`src/rtl/xcvr_rst_pkg.sv`:
```
package xcvr_rst_pkg;

    // Transmit-side phases
    typedef enum logic [1:0] {
        TXS_PWRDN,
        TXS_WAIT_LOCK,
        TXS_RUN
    } txs_e;

    // Receive-side phases
    typedef enum logic [2:0] {
        RXS_HOLD,
        RXS_WAIT_IDLE,
        RXS_GAP,
        RXS_WAIT_LOCK,
        RXS_REF_DWELL,
        RXS_DATA_DWELL,
        RXS_DONE
    } rxs_e;

    // Control bundle driven by one receive sequence
    typedef struct packed {
        logic arst;
        logic drst;
        logic cdr_ref;
        logic cdr_data;
        logic done;
    } rx_ctl_t;

    // Parallel-clock cycles between busy idle and analog reset release
    localparam int unsigned GAP_CYC = 2;

    // Microseconds to cycles, rounded up so a delay never falls short
    function automatic int unsigned us_to_cycles(input int unsigned khz,
                                                 input int unsigned us);
        int unsigned c;
        c = (us * khz + 999) / 1000;
        return (c == 0) ? 1 : c;
    endfunction

    function automatic int unsigned cnt_bits(input int unsigned max_val);
        return (max_val < 2) ? 1 : $clog2(max_val + 1);
    endfunction

    function automatic int unsigned max3(input int unsigned a,
                                         input int unsigned b,
                                         input int unsigned c);
        int unsigned m;
        m = (a > b) ? a : b;
        return (m > c) ? m : c;
    endfunction

endpackage

```
`src/rtl/xcvr_sync2.sv`:
```
module xcvr_sync2 #(
    parameter int unsigned W = 1,
    parameter logic [W-1:0] INIT = '0
) (
    input  logic         clk,
    input  logic         rst,
    input  logic [W-1:0] d_i,
    output logic [W-1:0] q_o
);
    logic [W-1:0] meta_q;
    logic [W-1:0] sync_q;

    always_ff @(posedge clk) begin
        if (rst) begin
            meta_q <= INIT;
            sync_q <= INIT;
        end else begin
            meta_q <= d_i;
            sync_q <= meta_q;
        end
    end

    assign q_o = sync_q;
endmodule

```
`src/rtl/xcvr_tx_ctrl.sv`:
```
module xcvr_tx_ctrl
    import xcvr_rst_pkg::*;
#(
    parameter int unsigned PD_CYC = 125
) (
    input  logic clk,
    input  logic rst,
    input  logic lock_i,     // synchronized transmit PLL lock
    output logic pd_o,       // transmit PLL power-down
    output logic run_o,      // transmit side released
    output logic hold_o      // receive sequences must return to hold
);
    localparam int unsigned CW = cnt_bits(PD_CYC);

    txs_e          state_q, state_d;
    logic [CW-1:0] cnt_q, cnt_d;
    logic          lost;

    assign lost = (state_q == TXS_RUN) && !lock_i;

    always_comb begin
        state_d = state_q;
        cnt_d   = cnt_q;
        unique case (state_q)
            TXS_PWRDN: begin
                if (cnt_q == CW'(PD_CYC - 1)) begin
                    state_d = TXS_WAIT_LOCK;
                    cnt_d   = '0;
                end else begin
                    cnt_d = cnt_q + 1'b1;
                end
            end
            TXS_WAIT_LOCK: begin
                if (lock_i) state_d = TXS_RUN;
            end
            TXS_RUN: begin
                if (lost) begin
                    state_d = TXS_PWRDN;
                    cnt_d   = '0;
                end
            end
            default: begin
                state_d = TXS_PWRDN;
                cnt_d   = '0;
            end
        endcase
    end

    always_ff @(posedge clk) begin
        if (rst) begin
            state_q <= TXS_PWRDN;
            cnt_q   <= '0;
        end else begin
            state_q <= state_d;
            cnt_q   <= cnt_d;
        end
    end

    assign pd_o   = (state_q == TXS_PWRDN);
    assign run_o  = (state_q == TXS_RUN);
    assign hold_o = pd_o || lost;

    // power-down is released only after a full count
    a_r1_pd_released_after_count: assert property (@(posedge clk) disable iff (rst)
        $fell(pd_o) |-> $past(cnt_q) == CW'(PD_CYC - 1));

    // a running transmit side with a lost lock is back in power-down next cycle
    a_r11_restart_on_loss: assert property (@(posedge clk) disable iff (rst)
        (run_o && !lock_i) |=> pd_o);
endmodule

```
`src/rtl/xcvr_rx_lane.sv`:
```
module xcvr_rx_lane
    import xcvr_rst_pkg::*;
#(
    parameter int unsigned REF_CYC  = 1875,
    parameter int unsigned DATA_CYC = 500
) (
    input  logic    clk,
    input  logic    rst,
    input  logic    hold_i,   // transmit side restarting
    input  logic    busy_i,   // synchronized reconfiguration busy
    input  logic    lock_i,   // synchronized, combined receive lock
    output rx_ctl_t ctl_o
);
    localparam int unsigned MAXC = max3(REF_CYC, DATA_CYC, GAP_CYC);
    localparam int unsigned CW   = cnt_bits(MAXC);

    rxs_e          state_q, state_d;
    logic [CW-1:0] cnt_q, cnt_d;

    always_comb begin
        state_d = state_q;
        cnt_d   = cnt_q;
        if (hold_i) begin
            state_d = RXS_HOLD;
            cnt_d   = '0;
        end else begin
            unique case (state_q)
                RXS_HOLD: state_d = RXS_WAIT_IDLE;
                RXS_WAIT_IDLE: begin
                    if (!busy_i) begin
                        state_d = RXS_GAP;
                        cnt_d   = '0;
                    end
                end
                RXS_GAP: begin
                    if (cnt_q == CW'(GAP_CYC - 1)) begin
                        state_d = RXS_WAIT_LOCK;
                        cnt_d   = '0;
                    end else begin
                        cnt_d = cnt_q + 1'b1;
                    end
                end
                RXS_WAIT_LOCK: begin
                    if (lock_i) begin
                        state_d = RXS_REF_DWELL;
                        cnt_d   = '0;
                    end
                end
                RXS_REF_DWELL: begin
                    if (!lock_i) begin
                        state_d = RXS_WAIT_LOCK;
                        cnt_d   = '0;
                    end else if (cnt_q == CW'(REF_CYC - 1)) begin
                        state_d = RXS_DATA_DWELL;
                        cnt_d   = '0;
                    end else begin
                        cnt_d = cnt_q + 1'b1;
                    end
                end
                RXS_DATA_DWELL: begin
                    if (!lock_i) begin
                        state_d = RXS_WAIT_LOCK;
                        cnt_d   = '0;
                    end else if (cnt_q == CW'(DATA_CYC - 1)) begin
                        state_d = RXS_DONE;
                        cnt_d   = '0;
                    end else begin
                        cnt_d = cnt_q + 1'b1;
                    end
                end
                RXS_DONE: begin
                    if (!lock_i) begin
                        state_d = RXS_WAIT_LOCK;
                        cnt_d   = '0;
                    end
                end
                default: begin
                    state_d = RXS_HOLD;
                    cnt_d   = '0;
                end
            endcase
        end
    end

    always_ff @(posedge clk) begin
        if (rst) begin
            state_q <= RXS_HOLD;
            cnt_q   <= '0;
        end else begin
            state_q <= state_d;
            cnt_q   <= cnt_d;
        end
    end

    always_comb begin
        ctl_o.arst     = (state_q == RXS_HOLD) || (state_q == RXS_WAIT_IDLE) ||
                         (state_q == RXS_GAP);
        ctl_o.cdr_data = (state_q == RXS_DATA_DWELL) || (state_q == RXS_DONE);
        ctl_o.cdr_ref  = !ctl_o.cdr_data;
        ctl_o.drst     = (state_q != RXS_DONE);
        ctl_o.done     = (state_q == RXS_DONE);
    end

    // analog reset release follows an idle busy seen GAP_CYC edges earlier
    a_r4_arst_after_idle: assert property (@(posedge clk) disable iff (rst)
        $fell(ctl_o.arst) |-> !$past(busy_i, GAP_CYC));

    // the switch to data tracking needs the lock held
    a_r6_data_needs_lock: assert property (@(posedge clk) disable iff (rst)
        $rose(ctl_o.cdr_data) |-> $past(lock_i));

    // digital reset is released only from data tracking
    a_r7_drst_after_data: assert property (@(posedge clk) disable iff (rst)
        $fell(ctl_o.drst) |-> $past(ctl_o.cdr_data));

    // a missing lock leaves no data tracking on the next cycle
    a_r10_loss_drops_data: assert property (@(posedge clk) disable iff (rst)
        (!lock_i && !hold_i) |=> !ctl_o.cdr_data);
endmodule

```
`src/rtl/xcvr_rst_seq.sv`:
```
module xcvr_rst_seq
    import xcvr_rst_pkg::*;
#(
    parameter int unsigned NUM_CH        = 4,
    parameter bit          BONDED        = 1'b1,
    parameter int unsigned CLK_KHZ       = 125000,
    parameter int unsigned PD_US         = 1,
    parameter int unsigned REF_DWELL_US  = 15,
    parameter int unsigned DATA_DWELL_US = 4
) (
    input  logic              clk,
    input  logic              rst,
    input  logic              txpll_lock_i,
    input  logic              cfg_busy_i,
    input  logic [NUM_CH-1:0] rxpll_lock_i,
    output logic              txpll_pd_o,
    output logic [NUM_CH-1:0] tx_rst_o,
    output logic [NUM_CH-1:0] rx_arst_o,
    output logic [NUM_CH-1:0] rx_drst_o,
    output logic [NUM_CH-1:0] cdr_ref_o,
    output logic [NUM_CH-1:0] cdr_data_o,
    output logic [NUM_CH-1:0] seq_done_o
);
    localparam int unsigned PD_CYC   = us_to_cycles(CLK_KHZ, PD_US);
    localparam int unsigned REF_CYC  = us_to_cycles(CLK_KHZ, REF_DWELL_US);
    localparam int unsigned DATA_CYC = us_to_cycles(CLK_KHZ, DATA_DWELL_US);
    localparam int unsigned NUM_SEQ  = BONDED ? 1 : NUM_CH;
    localparam int unsigned SW       = NUM_CH + 2;
    // busy resets to 1 (assume busy), locks reset to 0
    localparam logic [SW-1:0] SYNC_INIT = SW'(1) << NUM_CH;

    logic [SW-1:0]     sync_q;
    logic [NUM_CH-1:0] rx_lock_s;
    logic              busy_s;
    logic              tx_lock_s;
    logic              tx_run;
    logic              rx_hold;
    rx_ctl_t           ctl [NUM_SEQ];

    xcvr_sync2 #(.W(SW), .INIT(SYNC_INIT)) u_sync (
        .clk (clk),
        .rst (rst),
        .d_i ({txpll_lock_i, cfg_busy_i, rxpll_lock_i}),
        .q_o (sync_q)
    );

    assign rx_lock_s = sync_q[NUM_CH-1:0];
    assign busy_s    = sync_q[NUM_CH];
    assign tx_lock_s = sync_q[NUM_CH+1];

    xcvr_tx_ctrl #(.PD_CYC(PD_CYC)) u_tx (
        .clk    (clk),
        .rst    (rst),
        .lock_i (tx_lock_s),
        .pd_o   (txpll_pd_o),
        .run_o  (tx_run),
        .hold_o (rx_hold)
    );

    for (genvar s = 0; s < NUM_SEQ; s++) begin : g_seq
        logic lane_lock;
        if (BONDED) begin : g_all
            assign lane_lock = &rx_lock_s;
        end else begin : g_one
            assign lane_lock = rx_lock_s[s];
        end

        xcvr_rx_lane #(.REF_CYC(REF_CYC), .DATA_CYC(DATA_CYC)) u_lane (
            .clk    (clk),
            .rst    (rst),
            .hold_i (rx_hold),
            .busy_i (busy_s),
            .lock_i (lane_lock),
            .ctl_o  (ctl[s])
        );
    end

    for (genvar c = 0; c < NUM_CH; c++) begin : g_ch
        localparam int unsigned SEL = BONDED ? 0 : c;

        assign tx_rst_o[c]   = !tx_run;
        assign rx_arst_o[c]  = ctl[SEL].arst;
        assign rx_drst_o[c]  = ctl[SEL].drst;
        assign cdr_ref_o[c]  = ctl[SEL].cdr_ref;
        assign cdr_data_o[c] = ctl[SEL].cdr_data;
        assign seq_done_o[c] = ctl[SEL].done && tx_run;

        // power-down keeps every channel control in its reset value
        a_r2_pd_holds_all: assert property (@(posedge clk) disable iff (rst)
            txpll_pd_o |-> (tx_rst_o[c] && rx_arst_o[c] && rx_drst_o[c] &&
                            cdr_ref_o[c] && !cdr_data_o[c]));

        // transmit reset is released only after a synchronized lock
        a_r3_txrst_after_lock: assert property (@(posedge clk) disable iff (rst)
            $fell(tx_rst_o[c]) |-> $past(tx_lock_s));

        // the two CDR mode controls are never both on or both off
        a_r6_modes_exclusive: assert property (@(posedge clk) disable iff (rst)
            cdr_ref_o[c] != cdr_data_o[c]);

        // done only with every reset released
        a_r9_done_clear: assert property (@(posedge clk) disable iff (rst)
            seq_done_o[c] |-> (!tx_rst_o[c] && !rx_arst_o[c] && !rx_drst_o[c]));
    end
endmodule

```
`config.mk`:
```
export PLATFORM = sky130hd
export DESIGN_NAME = xcvr_rst_seq
export DESIGN_NICKNAME = d
export VERILOG_FILES = /design/src/rtl/xcvr_rst_pkg.sv /design/src/rtl/xcvr_sync2.sv /design/src/rtl/xcvr_tx_ctrl.sv /design/src/rtl/xcvr_rx_lane.sv /design/src/rtl/xcvr_rst_seq.sv
export SDC_FILE = /design/constraint.sdc
export NUM_CORES = 1
export LEC_CHECK = 0
export ABC_AREA = 0
export CAP_MARGIN = 20
export CORE_UTILIZATION = 52
export DETAILED_ROUTE_END_ITERATION = 8
export PLACE_DENSITY = 0.79
export SETUP_SLACK_MARGIN = 0.1
export SLEW_MARGIN = 20
export SYNTH_ARGS = -nofsm -noshare
export SYNTH_HDL_FRONTEND = slang
export SYNTH_HIERARCHICAL = 1
export SYNTH_SLANG_ARGS = --single-unit
```
`constraint.sdc`:
```
create_clock -name clk -period 2.85 [get_ports clk]
set_input_delay 0.4275 -clock clk [delete_from_list [all_inputs] [get_ports clk]]
set_output_delay 0.4275 -clock clk [all_outputs]
set_load 0.02 [all_outputs]
```
==> impl_results.md <==
- Critical path origin: g_seq[0].u_lane/state_q[1]
- Wire per inst: 11.3 µm
- Design area: 2150 µm²
- Initial core utilization: 54.7%
- Final Instance Count excl. Fillers: 272
- Worst setup EP type: output pin
- FF-to-FF setup slack: 0.58 ns
- Synthesis-to-finish area growth: 16.9%
- Sink Count: 35
- Die X: 61.5 µm
- TNS Setup: 0 ns
- Crit path largest cell delay: 0.63 ns
- Avg Cell Area, Syn: 8.84 µm²
- Max_slew headroom: 55.8%
- Core Area: 3360 µm²
- Total Nets Final: 238
- Final hold violations: 0
- Dpl hpwl: 2250 µm
- Clk root buf: clkbuf_4
- Slowest-stage cell, CP: clkdlybuf4s50_1
- Delay-heaviest family, CP: buffers and inverters
- MaxCap Viol Count: 0
- Hold buffers post-CTS: 0
- Synth Register Bits: 35
- First-pass iteration count of the detailed router: 4
- Total GRT Usage: 19.3%
- Arrival time at the worst endpoint: 2.09 ns
- Total chip power: 0.909 mW
- FF-to-FF path depth: 6
- Post-Synthesis Cells: 208
- Crit path cell chain: nor2b_2 > nand2_1 > inv_1 > and2_1 > clkdlybuf4s50_1
- Clk pin slew, worst setup/hold paths: 0.12 ns
- DP Cell Count: 264
- First-pass GRT wire length: 5220 µm
- Num ports: 33
- Max Slew Vio Count: 0
- Post-route DRC: 0
- Outcome: finished, final reports clean
- Slew of the pin with the lowest slew margin: 0.657 ns
- Final Cycle Share: 88.2%
- Initial antenna violation count: 0
- Seq/Total Area, Yosys: 38.1%
- Placed cell area: 2060 µm²
- Worst vdd ir: 0.329 mV
- Via density per instance: 5.28
- 1st-iter DRT viols: 50
- Final setup fails: 0
- Critical path class: flip-flop to output pin
- Reg2Reg Launch Point: g_seq[0].u_lane/cnt_q[0]
- Total global routing overflow: 0
- Routed WL: 3070 µm
- CTS tree: built
- Die area: 3780 µm²
- Placer Congestion: 0.851
- Distinct cell type count after synthesis: 49
- Post-synth EDFFs: 0
- Die height: 61.5 µm
- Fraction of layout cells with a size suffix above 1: 10.6%
- TritonCTS Buffers: 5
- Levels on crit path: 5
- Fin util: 63.9%
- Setup Buffers After CTS: 0
- RSZ-0062 raised after global routing: no
- Post-Syn Nets: 221
- Min cycle time layout: 2.51 ns
- DP Worst Slack: 0.513 ns
- Clock Path Buffers: 2
- Post-DRT Antenna Nets: 0
- Final worst setup slack: 0.337 ns
- Mapped cell area: 1840 µm²
- Main synth FF type: dfxtp_1
- Vias in the first global route: 1,221
- Largest net degree at the start of global routing: 19
- Layout Skew: 0.0130 ns
- Cell Rows: 21
- Crit path required time: 2.42 ns
- Worst path buffer plus inverter count: 2
- Max Fclk: 398 MHz
- Ys Warns: 6
- CTS resizes: 0
- Worst-Skew Late Latency: 0.35 ns
- Pwr dens: 423 nW/µm²
- CTS H-tree depth: 2
- CP Max Fanout: 14
- Hold Startpoint: u_sync/meta_q[4]
- # diodes: 0
- DR vias: 1,436
- Hold crit path type: flip-flop to flip-flop
- Min Hold Slack: 0.413 ns
- P_leak: 0.733 nW
- Port Buffers: 32
- CP Launch Type: flip-flop
- Hold Path Depth: 1
- Asr flop ratio synth: 0%
==> placed cells by master, fill, tap and decap left out, types with 2 or more instances in the layout <==
cell type,instances
xor2_1,3
buf_4,3
and3_1,2
nor3b_1,2
ha_1,5
a211oi_1,3
nor2_1,21
nor3_1,6
a21oi_1,5
nor2b_1,13
nand2_1,9
xnor2_1,13
clkdlybuf4s50_1,32
dfxtp_1,34
nand3b_1,2
nor4_1,7
o21a_1,2
o311ai_0,2
or2_1,2
clkbuf_4,5
inv_1,10
nand4_1,3
and2_1,2
nand2b_1,3
nand3_1,9
==> cell type report <==
class | instances | area [µm²]
fillers | 305 | 1210
flip-flops and latches | 35 | 702
clock inverters | 3 | 46.3
clock buffers | 5 | 37.5
repair buffers | 35 | 343
multi-input cells | 138 | 925
well taps | 46 | 57.6
inverters | 10 | 37.5
==> metal layers <==
metal | vias up | track usage (%) | wire (µm) | share of wire (%)
met2 | 45 | 29.2 | 1300 | 42
met5 | - | 0 | 0 | 0
met4 | 0 | 8.25 | 55 | 1.8
met3 | 7 | 7.56 | 176 | 5.7
li1 | 735 | - | - | -
met1 | 649 | 24.4 | 1530 | 50
==> Yosys cell counts (3+ instances only) <==
cell | instances | area (µm²)
inv_1 | 10 | 37.5
nand2b_1 | 3 | 18.8
buf_4 | 18 | 135
a21oi_1 | 5 | 25.0
a211oi_1 | 3 | 22.5
xnor2_1 | 13 | 114
clkbuf_1 | 4 | 15.0
xor2_1 | 3 | 26.3
dfxtp_1 | 35 | 701
ha_1 | 5 | 62.6
nor2_1 | 21 | 78.8
nand4_1 | 3 | 18.8
nor2b_1 | 14 | 87.6
nand2_1 | 9 | 33.8
nor3_1 | 6 | 30.0
nand3_1 | 9 | 45.0
nor4_1 | 7 | 43.8
==> worst reg2reg max path: stages, from the launching register on <==
cell and delay, ns:
dfxtp_1 0.42, ha_1 0.17, or4b_1 0.45, o311a_1 0.29, or3_1 0.32, o21ai_2 0.40
nor2_1 0.10
==> power breakdown <==
group          internal [mW]  total, mW  switching (mW)
Clock                  0.187      0.365           0.178
Sequential             0.501      0.507         0.00617
Combinational         0.0214     0.0372          0.0158
==> registers in the layout, indices dropped and copies added (netlist names) <==
signal and count:
u_tx/state_q 2, u_sync/meta_q 6, g_seq.u_lane/state_q 3, g_seq.u_lane/cnt_q 11
u_tx/cnt_q 7, u_sync/q_o 6
==> worst paths after layout <==
path	to
worst max-delay path	seq_done_o[0]
worst min-delay path	u_sync/q_o[4]
worst max register to register	g_seq[0].u_lane/cnt_q[7]
worst min register to register	u_sync/q_o[4]
==> logic make-up after synthesis <==
family	count (synthesis)	synth area share, %
simple gates	94	29.2
buf+inv	35	11.7
flops	35	38.1
compound gates	22	9.33
xor+xnor	16	7.62
fa+ha+maj	5	3.40
mux	1	0.613
No activity file was read; power rests on OpenSTA's default activity.
